File: config.mk
export PLATFORM = sky130hd
export DESIGN_NAME = nor_cmd_seq
export DESIGN_NICKNAME = d
export VERILOG_FILES = /design/src/rtl/nor_seq_pkg.sv /design/src/rtl/nor_strobe_timer.sv /design/src/rtl/nor_seq_plan.sv /design/src/rtl/nor_cmd_seq.sv
export SDC_FILE = /design/constraint.sdc
export NUM_CORES = 1
export LEC_CHECK = 0
export BUFFER_PORTS_ARGS = -buffer_cell sky130_fd_sc_hd__clkbuf_2
export CAP_MARGIN = 5
export CORE_AREA = 4 4 146 148
export DETAILED_ROUTE_END_ITERATION = 10
export DIE_AREA = 0 0 150 152
export GPL_TIMING_DRIVEN = 1
export SLEW_MARGIN = 20
export SYNTH_ARGS = -nofsm -noshare
export SYNTH_HDL_FRONTEND = slang
export SYNTH_SLANG_ARGS = --single-unit
File: constraint.sdc
create_clock -name clk -period 5.3 [get_ports clk]
set_input_delay 0.53 -clock clk [delete_from_list [all_inputs] [get_ports clk]]
set_output_delay 0.53 -clock clk [all_outputs]
set_load 0.05 [all_outputs]
File: src/rtl/nor_seq_pkg.sv
package nor_seq_pkg;

  typedef enum logic [2:0] {
    OP_READ_RESET = 3'd0,
    OP_READ_ID    = 3'd1,
    OP_QUERY      = 3'd2,
    OP_PROG       = 3'd3,
    OP_BUF_PROG   = 3'd4,
    OP_SECT_ERASE = 3'd5,
    OP_CHIP_ERASE = 3'd6,
    OP_NONE       = 3'd7
  } nor_op_e;

  typedef enum logic [1:0] {
    ST_IDLE,
    ST_GAP,
    ST_STROBE
  } seq_st_e;

  // command word addresses
  localparam logic [11:0] A_KEY_HI    = 12'h555;
  localparam logic [11:0] A_KEY_LO    = 12'h2AA;
  localparam logic [11:0] A_QRY_CMD   = 12'h055;
  localparam logic [11:0] A_QRY_DATA  = 12'h010;

  // command codes
  localparam logic [7:0] K_KEY1       = 8'hAA;
  localparam logic [7:0] K_KEY2       = 8'h55;
  localparam logic [7:0] K_IDENT      = 8'h90;
  localparam logic [7:0] K_WORD_PROG  = 8'hA0;
  localparam logic [7:0] K_ERASE_ARM  = 8'h80;
  localparam logic [7:0] K_SECTOR     = 8'h30;
  localparam logic [7:0] K_WHOLE      = 8'h10;
  localparam logic [7:0] K_QUERY      = 8'h98;
  localparam logic [7:0] K_BUF_LOAD   = 8'h25;
  localparam logic [7:0] K_BUF_COMMIT = 8'h29;
  localparam logic [7:0] K_ARRAY_MODE = 8'hF0;

endpackage

File: src/rtl/nor_strobe_timer.sv
module nor_strobe_timer #(
  parameter int WR_CYC = 4
) (
  input  logic clk,
  input  logic rst,
  input  logic run,
  output logic fin
);
  localparam int TW = (WR_CYC > 1) ? $clog2(WR_CYC) : 1;

  logic [TW-1:0] tcnt;

  assign fin = run && (int'(tcnt) == WR_CYC - 1);

  always_ff @(posedge clk) begin
    if (rst || !run || fin) tcnt <= '0;
    else                    tcnt <= tcnt + 1'b1;
  end

  // the strobe counter never passes the programmed width
  p_tcnt_bound_r3: assert property (@(posedge clk) disable iff (rst)
    int'(tcnt) < WR_CYC);

  // a strobe ends once, then the state machine leaves the strobe
  p_fin_single_r3: assert property (@(posedge clk) disable iff (rst)
    fin |=> !fin);

endmodule

File: src/rtl/nor_seq_plan.sv
module nor_seq_plan import nor_seq_pkg::*; #(
  parameter int AW   = 20,
  parameter int DW   = 16,
  parameter int MAXW = 16,
  parameter int SW   = 5,
  parameter int CW   = 5
) (
  input  nor_op_e         op,
  input  logic [SW-1:0]   step,
  input  logic [AW-1:0]   base,
  input  logic [DW-1:0]   prog_word,
  input  logic [DW-1:0]   stream_word,
  input  logic [CW-1:0]   count,
  output logic            is_read,
  output logic [AW-1:0]   cyc_addr,
  output logic [DW-1:0]   cyc_data,
  output logic            is_last,
  output logic            takes_word
);

  always_comb begin
    int s;
    int n;
    s          = int'(step);
    n          = int'(count);
    is_read    = 1'b0;
    cyc_addr   = '0;
    cyc_data   = '0;
    is_last    = 1'b0;
    takes_word = 1'b0;
    if (op == OP_READ_RESET) begin
      cyc_data = DW'(K_ARRAY_MODE);
      is_last  = 1'b1;
    end else if (op == OP_QUERY) begin
      if (s == 0) begin
        cyc_addr = AW'(A_QRY_CMD);
        cyc_data = DW'(K_QUERY);
      end else begin
        is_read  = 1'b1;
        cyc_addr = AW'(A_QRY_DATA) + AW'(s - 1);
        is_last  = (s == 4);
      end
    end else if (s == 0) begin
      cyc_addr = AW'(A_KEY_HI);
      cyc_data = DW'(K_KEY1);
    end else if (s == 1) begin
      cyc_addr = AW'(A_KEY_LO);
      cyc_data = DW'(K_KEY2);
    end else if (op == OP_READ_ID) begin
      if (s == 2) begin
        cyc_addr = AW'(A_KEY_HI);
        cyc_data = DW'(K_IDENT);
      end else begin
        is_read  = 1'b1;
        cyc_addr = (s < 5) ? AW'(s - 3) : AW'(s + 9);
        is_last  = (s == 6);
      end
    end else if (op == OP_PROG) begin
      if (s == 2) begin
        cyc_addr = AW'(A_KEY_HI);
        cyc_data = DW'(K_WORD_PROG);
      end else begin
        cyc_addr = base;
        cyc_data = prog_word;
        is_last  = 1'b1;
      end
    end else if (op == OP_BUF_PROG) begin
      if (s == 2) begin
        cyc_addr = base;
        cyc_data = DW'(K_BUF_LOAD);
      end else if (s == 3) begin
        cyc_addr = base;
        cyc_data = DW'(n - 1);
      end else if (s < 4 + n) begin
        cyc_addr   = base + AW'(s - 4);
        cyc_data   = stream_word;
        takes_word = 1'b1;
      end else begin
        cyc_addr = base + AW'(n - 1);
        cyc_data = DW'(K_BUF_COMMIT);
        is_last  = 1'b1;
      end
    end else if (op == OP_SECT_ERASE || op == OP_CHIP_ERASE) begin
      if (s == 2) begin
        cyc_addr = AW'(A_KEY_HI);
        cyc_data = DW'(K_ERASE_ARM);
      end else if (s == 3) begin
        cyc_addr = AW'(A_KEY_HI);
        cyc_data = DW'(K_KEY1);
      end else if (s == 4) begin
        cyc_addr = AW'(A_KEY_LO);
        cyc_data = DW'(K_KEY2);
      end else begin
        cyc_addr = (op == OP_SECT_ERASE) ? base : AW'(A_KEY_HI);
        cyc_data = (op == OP_SECT_ERASE) ? DW'(K_SECTOR) : DW'(K_WHOLE);
        is_last  = 1'b1;
      end
    end
  end

endmodule

File: src/rtl/nor_cmd_seq.sv
module nor_cmd_seq import nor_seq_pkg::*; #(
  parameter int AW        = 20,
  parameter int DW        = 16,
  parameter int MAXW      = 16,
  parameter int WR_CYC    = 4,
  parameter bit BYTE_MODE = 1'b0
) (
  input  logic                       clk,
  input  logic                       rst,
  input  logic                       req_start,
  input  logic [2:0]                 req_op,
  input  logic [AW-1:0]              req_addr,
  input  logic [DW-1:0]              req_data,
  input  logic [$clog2(MAXW+1)-1:0]  req_count,
  output logic                       busy,
  output logic                       done,
  output logic                       data_take,
  output logic [DW-1:0]              rd_data,
  output logic                       rd_valid,
  output logic [AW:0]                flash_addr,
  output logic [DW-1:0]              flash_dout,
  output logic                       flash_doe,
  input  logic [DW-1:0]              flash_din,
  output logic                       flash_ce_n,
  output logic                       flash_we_n,
  output logic                       flash_oe_n
);
  localparam int CW  = $clog2(MAXW + 1);
  localparam int SW  = $clog2(MAXW + 6);
  localparam int FAW = AW + 1;

  seq_st_e       st;
  nor_op_e       op_r;
  logic [SW-1:0] step;
  logic [AW-1:0] addr_r;
  logic [DW-1:0] word_r;
  logic [CW-1:0] cnt_r;
  logic          last_r;
  logic          req_ok;
  logic          fin;

  logic          p_rd, p_last, p_take;
  logic [AW-1:0] p_addr;
  logic [DW-1:0] p_data;
  logic [FAW-1:0] bus_addr;

  always_comb begin
    case (nor_op_e'(req_op))
      OP_NONE:     req_ok = 1'b0;
      OP_BUF_PROG: req_ok = (req_count != '0) && (int'(req_count) <= MAXW);
      default:     req_ok = 1'b1;
    endcase
  end

  nor_seq_plan #(.AW(AW), .DW(DW), .MAXW(MAXW), .SW(SW), .CW(CW)) u_plan (
    .op(op_r), .step(step), .base(addr_r), .prog_word(word_r),
    .stream_word(req_data), .count(cnt_r),
    .is_read(p_rd), .cyc_addr(p_addr), .cyc_data(p_data),
    .is_last(p_last), .takes_word(p_take)
  );

  nor_strobe_timer #(.WR_CYC(WR_CYC)) u_timer (
    .clk(clk), .rst(rst), .run(st == ST_STROBE), .fin(fin)
  );

  generate
    if (BYTE_MODE) begin : g_byte_addr
      assign bus_addr = {p_addr, 1'b0};
    end else begin : g_word_addr
      assign bus_addr = {1'b0, p_addr};
    end
  endgenerate

  always_ff @(posedge clk) begin
    if (rst) begin
      st         <= ST_IDLE;
      op_r       <= OP_READ_RESET;
      step       <= '0;
      addr_r     <= '0;
      word_r     <= '0;
      cnt_r      <= '0;
      last_r     <= 1'b0;
      busy       <= 1'b0;
      done       <= 1'b0;
      data_take  <= 1'b0;
      rd_data    <= '0;
      rd_valid   <= 1'b0;
      flash_addr <= '0;
      flash_dout <= '0;
      flash_doe  <= 1'b0;
      flash_ce_n <= 1'b1;
      flash_we_n <= 1'b1;
      flash_oe_n <= 1'b1;
    end else begin
      done      <= 1'b0;
      data_take <= 1'b0;
      rd_valid  <= 1'b0;
      case (st)
        ST_IDLE: begin
          if (req_start && req_ok) begin
            op_r   <= nor_op_e'(req_op);
            addr_r <= req_addr;
            word_r <= req_data;
            cnt_r  <= req_count;
            step   <= '0;
            last_r <= 1'b0;
            busy   <= 1'b1;
            st     <= ST_GAP;
          end
        end
        ST_GAP: begin
          if (last_r) begin
            busy <= 1'b0;
            done <= 1'b1;
            st   <= ST_IDLE;
          end else begin
            flash_addr <= bus_addr;
            flash_dout <= p_data;
            flash_doe  <= !p_rd;
            flash_ce_n <= 1'b0;
            flash_we_n <= p_rd;
            flash_oe_n <= !p_rd;
            data_take  <= p_take;
            last_r     <= p_last;
            st         <= ST_STROBE;
          end
        end
        default: begin
          if (fin) begin
            if (!flash_oe_n) begin
              rd_data  <= flash_din;
              rd_valid <= 1'b1;
            end
            flash_doe  <= 1'b0;
            flash_ce_n <= 1'b1;
            flash_we_n <= 1'b1;
            flash_oe_n <= 1'b1;
            step       <= step + 1'b1;
            st         <= ST_GAP;
          end
        end
      endcase
    end
  end

  // write and output enables are never both active
  p_we_oe_excl_r3: assert property (@(posedge clk) disable iff (rst)
    !(!flash_we_n && !flash_oe_n));

  // any strobe implies chip enable
  p_strobe_in_ce_r3: assert property (@(posedge clk) disable iff (rst)
    (!flash_we_n || !flash_oe_n) |-> !flash_ce_n);

  // data bus driven during writes
  p_write_drives_r3: assert property (@(posedge clk) disable iff (rst)
    !flash_we_n |-> flash_doe);

  // data bus released during reads
  p_read_released_r8: assert property (@(posedge clk) disable iff (rst)
    !flash_oe_n |-> !flash_doe);

  // bus quiet while idle
  p_idle_quiet_r2: assert property (@(posedge clk) disable iff (rst)
    !busy |-> (flash_ce_n && !flash_doe));

  // done marks the fall of busy and lasts one cycle
  p_done_ends_busy_r2: assert property (@(posedge clk) disable iff (rst)
    done |-> (!busy && $past(busy)));
  p_done_pulse_r2: assert property (@(posedge clk) disable iff (rst)
    done |=> !done);

  // latched operation unaffected by requests during a sequence
  p_op_stable_r2: assert property (@(posedge clk) disable iff (rst)
    (busy && $past(busy)) |-> $stable(op_r));

  // read data appears only right after an output-enable strobe
  p_rdvalid_after_read_r8: assert property (@(posedge clk) disable iff (rst)
    rd_valid |-> $past(!flash_oe_n));

  // a word is taken only by a write cycle
  p_take_on_write_r10: assert property (@(posedge clk) disable iff (rst)
    data_take |-> !flash_we_n);

endmodule

==> results of run 1 <==
## cell usage in the layout, fill, tap and decap left out, types with 5 or more instances in the layout
cell / instances
a21oi_1: 158
o21bai_1: 8
o21ai_0: 52
nor4_1: 5
mux2i_1: 8
a221oi_1: 10
nand2_1: 191
clkbuf_16: 17
buf_4: 17
nor2b_1: 6
nand3_1: 19
nor2_1: 71
a31oi_1: 8
nor3_1: 18
a2111oi_0: 5
ha_1: 36
inv_1: 21
o211ai_1: 9
a21o_1: 14
nand2b_1: 8
dfxtp_1: 114
xor2_1: 13
o31ai_1: 5
clkbuf_2: 121
clkinvlp_4: 5
a211oi_1: 8
or2_2: 6
xnor2_1: 13
## kinds of logic (layout without fill, tap and decap cells)
kind of cell / after synthesis / in the layout / synth area share (%)
buf+inv: 80 / 193 / 4.71
other cells: 1 / 1 / 0.0539
compound gates: 330 / 330 / 29.2
flops: 114 / 114 / 32.8
fa+ha+maj: 37 / 37 / 6.77
simple gates: 351 / 351 / 21.9
xor+xnor: 26 / 26 / 3.27
mux: 9 / 9 / 1.31
## sequential cells by signal, summed over array words and instances, names as in the netlist, 2 cells and up
| name | flops |
|---|---|
| op_r | 3 |
| flash_addr | 20 |
| flash_dout | 16 |
| addr_r | 20 |
| step | 5 |
| cnt_r | 5 |
| st | 2 |
| rd_data | 16 |
| word_r | 16 |
| u_timer.tcnt | 2 |
## final cells by class
cell class	instances	area, µm²
inverters	23	86.3
fillers	2146	11700
multi-input cells	754	4360
flip-flops and latches	114	2280
well taps	270	338
clock inverters	15	160
clock buffers	17	425
repair buffers	138	733
## cell usage after synthesis (all sizes together) (4+ instances only)
library cell,instances
o21a,4
o21bai,8
a21oi,160
a22o,4
a311oi,4
nand2b,8
xor2,13
a21o,14
a211oi,8
buf,20
a2111oi,6
nor2b,6
or3,4
a221oi,10
inv,21
or2,7
o21ai,57
nand2,191
nor3,20
nor2,71
nand3,19
nor4,5
a211o,4
and2,6
mux2i,8
o31ai,5
clkbuf,37
a31oi,8
xnor2,13
o211ai,9
dfxtp,114
ha,36
## through the flow
step                power, W  worst slack [ns]  cells
floorplan            0.00134             0.838    948
global placement     0.00150             0.928   1299
detailed placement   0.00150             0.832   1299
CTS                  0.00265             0.772   1331
global route         0.00276             0.309   1331
finish               0.00264             0.790   1331
## metal layers
layer	up-vias	GRT usage, %	wire length, µm
met2	343	29.6	10100
met5	-	0	0
met4	0	5.97	419
li1	3587	-	-
met3	33	6.37	2440
met1	3280	29.9	11100
## where the power goes
group	internal, W	total, W	switching, W
Clock	0.000694	0.00114	0.000449
Combinational	0.000201	0.000564	0.000363
Sequential	0.000894	0.000927	0.0000327
Total	0.00179	0.00264	0.000845
## worst max path at each step
stage                          startpoint                     endpoint
floorplan           cnt_r[2]$_SDFFE_PP0P_  flash_addr[13]$_SDFFE_PP0P_
global placement    cnt_r[2]$_SDFFE_PP0P_  flash_addr[13]$_SDFFE_PP0P_
detailed placement  cnt_r[2]$_SDFFE_PP0P_  flash_addr[13]$_SDFFE_PP0P_
CTS                 cnt_r[2]$_SDFFE_PP0P_  flash_addr[13]$_SDFFE_PP0P_
global route        cnt_r[2]$_SDFFE_PP0P_  flash_addr[13]$_SDFFE_PP0P_
finish              cnt_r[2]$_SDFFE_PP0P_  flash_addr[13]$_SDFFE_PP0P_
## worst min-delay path, stage by stage
cell	delay [ns]
clkbuf_2	0.08
nand2_1	0.04
a21oi_1	0.05
==> impl_metrics.env, run 1 <==
export IMPL_drive_above_1_share_pct=17.5
export IMPL_min_path_cells=3
export IMPL_vias_per_cell=5.44
export IMPL_p_leak_nw=3.43
export IMPL_fin_util_pct=41.8
export IMPL_path_common_cell="ha_1"
export IMPL_wirelength_mm=24.1
export IMPL_r2r_start="cnt_r[2]$_SDFFE_PP0P_"
export IMPL_synthTopCellsByArea="dfxtp_1 33%, a21oi_1 11%, nand2_1 10%"
export IMPL_fin_crit_sh_pct=85.1
export IMPL_clkSinkCount=114
export IMPL_r2r_cells=17
export IMPL_routedWlPerCell_um=18.1
export IMPL_arrival_ns=4.83
export IMPL_overflow=0
export IMPL_cts_buffers=17
export IMPL_hold_viol_final=0
export IMPL_drv_slew=0
export IMPL_clk_latency_ns=0.43
export IMPL_postPlaceCellArea_um2=7790
export IMPL_fin_setup_tns_ns=0
export IMPL_setup_viol=0
export IMPL_yosysWarnings=0
export IMPL_first_iter_violations=734
export IMPL_irDropWorstVdd_mv=0.183
export IMPL_synth_area_um2=6950
export IMPL_cp_slowest_cell="a2111oi_0"
export IMPL_setup_worst_path_end_class="flip-flop"
export IMPL_crit_required_ns=5.62
export IMPL_cts_post_setup_buffers_inserted=0
export IMPL_first_pass_iters=5
export IMPL_start_util_pct=34.7
export IMPL_powerDensity_nw_per_um2=314
export IMPL_yosys_area_top_type_share_pct=32.8
export IMPL_path_cells="ha_1 -> xnor2_1 -> ha_1 -> and2_1 -> o21ai_0 -> o21a_1 -> mux2i_1 -> buf_4 -> ha_1 -> a2111oi_0 -> a21oi_1 -> a21oi_1 -> o21bai_1 -> a211o_1 -> a221oi_1 -> o21ai_1 -> a22o_1"
export IMPL_netlist_instances=948
export IMPL_cts_resized=0
export IMPL_design_core_area_um2=20000
export IMPL_gp_congestion=0.993
export IMPL_rsz0062_at_grt="false"
export IMPL_clock_path_buffers=2
export IMPL_worst_hold_slack_ns=0.320
export IMPL_worstHoldEndpoint="addr_r[19]$_SDFFE_PP0P_"
export IMPL_regToRegSetupSlack_ns=0.79
export IMPL_ys_flop_type="dfxtp_1"
export IMPL_io_pins=124
export IMPL_reg2reg_to="flash_addr[13]$_SDFFE_PP0P_"
export IMPL_drc=0
export IMPL_cp_num_cells=17
export IMPL_hp_start="req_addr[19]"
export IMPL_period_needed_ns=4.51
export IMPL_hold_class="primary input to flip-flop"
export IMPL_critical_path_top_delay_family="compound AO/OA/AOI/OAI gates"
export IMPL_syn_nets=1048
export IMPL_path_max_fanout=18
export IMPL_tightest_slew_ns=1.01
export IMPL_cp_num_buf_inv=1
export IMPL_root_buffer="clkbuf_16"
export IMPL_slowest_delay_ns=0.44
export IMPL_num_vias=7243
export IMPL_async_flop_share_pct=0
export IMPL_synth_edf_count=0
export IMPL_status="finished clean"
export IMPL_row_count=52
export IMPL_maxCapViolCount=0
export IMPL_yosysTopAreaCell="dfxtp_1"
export IMPL_antenna_cells=0
export IMPL_fin_nets=1148
export IMPL_antenna_found_initial=0
export IMPL_grt_usage_pct=20.7
export IMPL_hpwl_mm=17.5
export IMPL_start_kind="flip-flop"
export IMPL_die_w_um=150
export IMPL_max_freq_ghz=0.222
export IMPL_synth_cell_types=70
export IMPL_grt_max_degree=73
export IMPL_detail_route_antenna_nets=0
export IMPL_hold_buffers=0
export IMPL_slew_headroom_pct=32.5
export IMPL_fin_worst_skew_ns=0.0107
export IMPL_cts_tree="yes"
export IMPL_htreeDepth=4
export IMPL_fin_area_um2=8380
export IMPL_grt_pass1_vias=6746
export IMPL_port_buffers=122
export IMPL_synth_seq_cells=114
export IMPL_area_growth_pct=20.5
export IMPL_yosysSeqAreaShare_pct=32.8
export IMPL_design_die_area_um2=22800
export IMPL_critPathKind="flip-flop to flip-flop"
export IMPL_clk_pin_slew_worst_paths_ns=0.06
export IMPL_synth_avg_cell_area_um2=7.34
export IMPL_grt_pass1_wl_mm=37.7
export IMPL_die_h_um=152
No activity file was read; power rests on OpenSTA's default activity.
==> run 2: changes to the inputs <==
Clock period 5.3 ns to 3.8 ns, I/O delays scaled along.
==> impl_metrics.env, run 2 (synthesis results as in run 1) <==
export IMPL_setup_worst_path_end_class="flip-flop"
export IMPL_io_pins=124
export IMPL_first_iter_violations=700
export IMPL_antenna_cells=0
export IMPL_vias_per_cell=5.40
export IMPL_row_count=52
export IMPL_cts_buffers=17
export IMPL_worstHoldEndpoint="rd_data[15]$_SDFFE_PP0P_"
export IMPL_period_needed_ns=3.74
export IMPL_grt_usage_pct=21.3
export IMPL_grt_pass1_wl_mm=39.0
export IMPL_critical_path_top_delay_family="compound AO/OA/AOI/OAI gates"
export IMPL_powerDensity_nw_per_um2=418
export IMPL_hold_class="primary input to flip-flop"
export IMPL_min_path_cells=3
export IMPL_hp_start="flash_din[15]"
export IMPL_dp_cells=1361
export IMPL_irDropWorstVdd_mv=0.290
export IMPL_port_buffers=122
export IMPL_crit_required_ns=4.11
export IMPL_critPathKind="flip-flop to flip-flop"
export IMPL_tightest_slew_ns=1.01
export IMPL_cp_num_buf_inv=3
export IMPL_first_pass_iters=6
export IMPL_layoutNonFillerInstCount=1407
export IMPL_root_buffer="clkbuf_16"
export IMPL_wirelength_mm=24.8
export IMPL_drv_slew=0
export IMPL_path_cells="ha_4 -> xnor2_1 -> ha_1 -> and2_4 -> o21ai_2 -> o21a_4 -> mux2i_4 -> buf_6 -> buf_4 -> buf_4 -> ha_1 -> o21a_1 -> nor2_1 -> or4_1 -> o221ai_2 -> a31oi_1 -> mux2i_1 -> a211o_1"
export IMPL_gp_congestion=1.02
export IMPL_detail_route_antenna_nets=0
export IMPL_mostFrequentLayoutCells="190 x nand2_1, 153 x a21oi_1, 121 x clkbuf_2, 112 x dfxtp_1, 88 x buf_4"
export IMPL_fin_crit_sh_pct=98.4
export IMPL_drive_above_1_share_pct=25.9
export IMPL_fillers=2043
export IMPL_antenna_found_initial=0
export IMPL_p_total_w=0.00385
export IMPL_r2r_start="cnt_r[3]$_SDFFE_PP0P_"
export IMPL_design_die_area_um2=22800
export IMPL_die_h_um=152
export IMPL_regToRegSetupSlack_ns=0.06
export IMPL_clk_latency_ns=0.43
export IMPL_start_kind="flip-flop"
export IMPL_fin_worst_skew_ns=0.0151
export IMPL_num_vias=7593
export IMPL_reg_top3="addr_r: 20 flops, flash_addr: 20 flops"
export IMPL_cts_tree="yes"
export IMPL_hold_viol_final=0
export IMPL_rsz0062_at_grt="true"
export IMPL_layout_cells_most_common="nand2_1"
export IMPL_r2r_cells=18
export IMPL_grt_max_degree=59
export IMPL_slew_headroom_pct=32.7
export IMPL_clk_pin_slew_worst_paths_ns=0.06
export IMPL_slowest_delay_ns=0.42
export IMPL_setup_viol=0
export IMPL_p_leak_nw=3.85
export IMPL_start_util_pct=34.7
export IMPL_arrival_ns=4.05
export IMPL_status="finished clean"
export IMPL_hold_buffers=0
export IMPL_fin_util_pct=46.0
export IMPL_reg2reg_to="flash_addr[18]$_SDFFE_PP0P_"
export IMPL_htreeDepth=4
export IMPL_overflow=0
export IMPL_die_w_um=150
export IMPL_hpwl_mm=18.4
export IMPL_fin_nets=1224
export IMPL_clock_path_buffers=2
export IMPL_clkSinkCount=114
export IMPL_routedWlPerCell_um=17.6
export IMPL_drc=0
export IMPL_grt_pass1_vias=7350
export IMPL_maxCapViolCount=0
export IMPL_max_freq_ghz=0.267
export IMPL_path_max_fanout=6
export IMPL_design_core_area_um2=20000
export IMPL_area_growth_pct=32.5
export IMPL_cp_slowest_cell="or4_1"
-- run 2: metrics by stage --
| stage | setup WS (ns) | cell area (µm²) | setup TNS, ns | hold WS (ns) |
|---|---|---|---|---|
| CTS | -0.00206 | 9030 | -0.00206 | 0.162 |
| global placement | -0.199 | 8320 | -1.12 | 0.420 |
| finish | 0.0612 | 9220 | 0 | 0.175 |
| detailed placement | -0.238 | 8320 | -1.36 | 0.425 |
| global route | -0.0985 | 9220 | -0.383 | 0.172 |
| floorplan | -0.0642 | 7020 | -0.0916 | 0.407 |
-- run 2: final cells by class --
type	count	area (µm²)	area share, %
Tap cell	270	338	3.66
Inverter	23	86.3	0.937
Clock inverter	14	154	1.67
Timing Repair Buffer	214	1330	14.4
Sequential cell	114	2290	24.8
Multi-Input combinational cell	754	4590	49.8
Clock buffer	18	429	4.66
-- run 2: worst max path at each step --
stage,startpoint,end,cells past startpoint,slack [ns]
CTS,cnt_r[3]$_SDFFE_PP0P_,flash_addr[18]$_SDFFE_PP0P_,18,-0.002
global route,cnt_r[3]$_SDFFE_PP0P_,flash_addr[18]$_SDFFE_PP0P_,18,-0.1
floorplan,cnt_r[2]$_SDFFE_PP0P_,flash_addr[18]$_SDFFE_PP0P_,19,-0.06
detailed placement,cnt_r[3]$_SDFFE_PP0P_,flash_addr[18]$_SDFFE_PP0P_,18,-0.24
finish,cnt_r[3]$_SDFFE_PP0P_,flash_addr[18]$_SDFFE_PP0P_,18,0.06
global placement,cnt_r[2]$_SDFFE_PP0P_,flash_addr[18]$_SDFFE_PP0P_,17,-0.20
-- run 2: report_power, final --
part,switching [W],internal (W),leakage [nW]
combinational,0.000560,0.000401,2.64
sequential,0.0000496,0.00125,0.928
clock,0.000625,0.000972,0.278
total,0.00123,0.00262,3.85
-- run 2: routing by layer --
layer  GRT usage [%]  routed length (µm)  part of all wire (%)  up-vias
met3            6.82                2500                    10       66
met1            29.1               11200                    45     3436
li1                -                   -                     -     3730
met5               0                   0                     0        -
met4            7.89                 721                   2.9        0
met2            31.2               10400                    42      361
-- run 2: worst min-delay path, cell delays in order --
cell and delay, ns:
clkbuf_2 0.08, nand2_1 0.04, a21oi_1 0.05
-- run 2: repair_timing --
action	4_1_cts	5_1_grt
cloned	0	0
resized for setup	17	36
endpoints found under the setup margin	12	13
pin swaps	13	15
buffers inserted	8	6
==> run 3: changes to the inputs <==
Settings changed: ABC_AREA from default to 1, CORE_AREA 4 4 146 148 to 4 4 150 152, DIE_AREA 0 0 150 152 to 0 0 154 156, RECOVER_POWER from default to 100.
==> impl_metrics.env, run 3 <==
export IMPL_pwr_share_comb_pct=36.4
export IMPL_start_util_pct=34.7
export IMPL_powerDensity_nw_per_um2=505
export IMPL_synth_cell_types=54
export IMPL_hpwl_mm=19.0
export IMPL_worst_hold_slack_ns=0.177
export IMPL_port_buffers=122
export IMPL_use_met1_pct=27.2
export IMPL_grt_pass1_vias=7699
export IMPL_fillers=2253
export IMPL_row_count=53
export IMPL_fin_crit_sh_pct=94.0
export IMPL_clock_power_share_pct=34.0
export IMPL_p_sw_share_pct=39.3
export IMPL_grt_usage_pct=20.8
export IMPL_root_buffer="clkbuf_16"
export IMPL_io_pins=124
export IMPL_ys_flop_type="dfxtp_1"
export IMPL_mostFrequentLayoutCells="264 x nand2_1, 129 x a21oi_1, 112 x dfxtp_1, 105 x o21ai_0, 97 x nor2_1"
export IMPL_maxCapViolCount=0
export IMPL_reg_top3="addr_r: 20 flops, flash_addr: 20 flops"
export IMPL_overflow=0
export IMPL_period_needed_ns=3.57
export IMPL_arrival_ns=3.84
export IMPL_die_h_um=156
export IMPL_syn_nets=1211
export IMPL_first_pass_iters=6
export IMPL_first_iter_violations=547
export IMPL_fin_nets=1335
export IMPL_async_flop_share_pct=0
export IMPL_max_freq_ghz=0.280
export IMPL_p_total_w=0.00462
export IMPL_crit_required_ns=4.07
export IMPL_netlist_instances=1111
export IMPL_hold_buffers=0
export IMPL_synth_common_cells="283 x nand2_1, 141 x a21oi_1, 114 x dfxtp_1"
export IMPL_hold_class="primary input to flip-flop"
export IMPL_htreeDepth=4
export IMPL_postLayoutSetupSlackWorst_ns=0.228
export IMPL_drive_above_1_share_pct=18.5
export IMPL_yosys_area_top_type_share_pct=31.3
export IMPL_path_cells="clkbuf_1 -> inv_1 -> ha_1 -> inv_1 -> nor2_1 -> nand2_1 -> inv_1 -> nor2_1 -> clkinv_1 -> a21oi_1 -> nand2_1 -> o311ai_1 -> a21oi_1 -> o21ai_1 -> a21oi_1"
export IMPL_hold_viol_final=0
export IMPL_clk_pin_slew_worst_paths_ns=0.06
export IMPL_path_max_fanout=15
export IMPL_synth_seq_cells=114
export IMPL_irDropWorstVdd_mv=0.276
export IMPL_gp_congestion=0.949
export IMPL_yosysMostFrequentCell="nand2_1"
export IMPL_grtUsageMet2_pct=34.4
export IMPL_critPathKind="flip-flop to flip-flop"
export IMPL_design_core_area_um2=21000
export IMPL_global_route_peak_usage_layer="met2"
export IMPL_cp_slowest_cell="nor2_1"
export IMPL_cts_tree="yes"
export IMPL_synth_edf_count=0
export IMPL_clk_latency_ns=0.42
export IMPL_clkSinkCount=114
export IMPL_p_seq_share_pct=29.6
export IMPL_fin_setup_tns_ns=0
export IMPL_design_die_area_um2=24000
export IMPL_vias_per_cell=5.25
export IMPL_p_int_w=0.00280
export IMPL_antenna_cells=0
export IMPL_antenna_found_initial=0
export IMPL_grt_max_degree=52
export IMPL_yosysWarnings=0
export IMPL_synthTopCellsByArea="dfxtp_1 31%, nand2_1 15%, a21oi_1 9.7%"
export IMPL_p_switching_w=0.00181
export IMPL_drv_slew=0
export IMPL_layout_cells_most_common="nand2_1"
export IMPL_slowest_delay_ns=0.53
export IMPL_p_leak_nw=4.14
export IMPL_slew_headroom_pct=0.756
export IMPL_grtUsageMet3_pct=4.02
export IMPL_area_growth_pct=25.2
export IMPL_fin_util_pct=43.4
export IMPL_routedWlPerCell_um=17.0
export IMPL_tightest_slew_ns=1.49
export IMPL_place_ws_ns=-0.0214
export IMPL_synth_area_um2=7300
export IMPL_synth_avg_cell_area_um2=6.57
export IMPL_yosysSeqAreaShare_pct=31.3
export IMPL_clock_path_buffers=2
export IMPL_setup_viol=0
export IMPL_wirelength_mm=25.8
export IMPL_yosysTopAreaCell="dfxtp_1"
export IMPL_die_w_um=154
export IMPL_detail_route_antenna_nets=0
export IMPL_num_vias=8001
export IMPL_grt_pass1_wl_mm=40.3
export IMPL_fin_worst_skew_ns=0.0118
export IMPL_cts_buffers=17
export IMPL_status="finished clean"
export IMPL_drc=0
export IMPL_start_kind="flip-flop"
export IMPL_setup_worst_path_end_class="flip-flop"
[run 3: stage by stage]
stage,instance area (µm²),cells
6_report,9130,1523
5_1_grt,9130,1523
3_3_place_gp,8230,1483
4_1_cts,8800,1515
2_1_floorplan,7300,1111
3_5_place_dp,8230,1483
[run 3: kinds of logic (layout without fill, tap and decap cells)]
kind of cell / Yosys count / in the layout / share of synthesized area (%)
AO/OA/AOI/OAI: 314 / 314 / 23.8
XOR/XNOR: 19 / 19 / 2.28
adder cells (fa/ha/maj): 37 / 37 / 6.45
buffers and inverters: 152 / 289 / 8.30
flip-flops: 114 / 114 / 31.3
multiplexers: 2 / 2 / 0.274
other: 1 / 1 / 0.0514
AND/OR/NAND/NOR: 472 / 472 / 27.6
[run 3: power groups by stage]
stage	logic [W]	clock network (W)	registers, W
after global placement	0.00142	0	0.00138
after detailed placement	0.00142	0	0.00138
after global routing	0.00186	0.00166	0.00138
after floorplan	0.000957	0	0.00144
after CTS	0.00142	0.00161	0.00136
final	0.00168	0.00157	0.00137
[run 3: final timing paths]
| kind | startpoint | to | slack, ns | cells past startpoint |
|---|---|---|---|---|
| min | flash_din[4] | rd_data[4]$_SDFFE_PP0P_ | 0.18 | 3 |
| min reg2reg | u_timer.tcnt[0]$_SDFF_PP0_ | u_timer.tcnt[0]$_SDFF_PP0_ | 0.43 | 1 |
| max | step[3]$_SDFFE_PP0P_ | flash_addr[4]$_SDFFE_PP0P_ | 0.23 | 15 |
| max reg2reg | step[3]$_SDFFE_PP0P_ | flash_addr[4]$_SDFFE_PP0P_ | 0.23 | 15 |
[run 3: what timing repair did]
action	CTS	global route
buffers inserted	0	7
pin swaps	0	29
endpoints found under the setup margin	3	16
cloned	0	1
resized for setup	2	95
endpoints found under the hold margin	0	0
[run 3: layer usage]
layer  part of all wire (%)  wire (µm)
met2                     46      12000
met3                    5.7       1480
met4                    3.1        799
met5                      0          0
met1                     45      11500
[run 3: final cells by class]
cell class                 instances  area (µm²)  area share (%)
multi-input combinational        845        4740            51.9
sequential                       114        2290            25.0
timing repair buffer             153         790            8.65
clock buffer                      17         425            4.66
inverter                         104         395            4.33
tap                              275         344            3.77
clock inverter                    15         146            1.60
[run 3: critical path: cells and delay by family (launching register included)]
family | cells | cell delay (ns)
AOI/OAI and AO/OA | 5 | 0.60
adders and majority gates | 1 | 0.25
buffers and inverters | 5 | 1.15
DFF | 1 | 0.35
and+or+nand+nor | 4 | 1.07
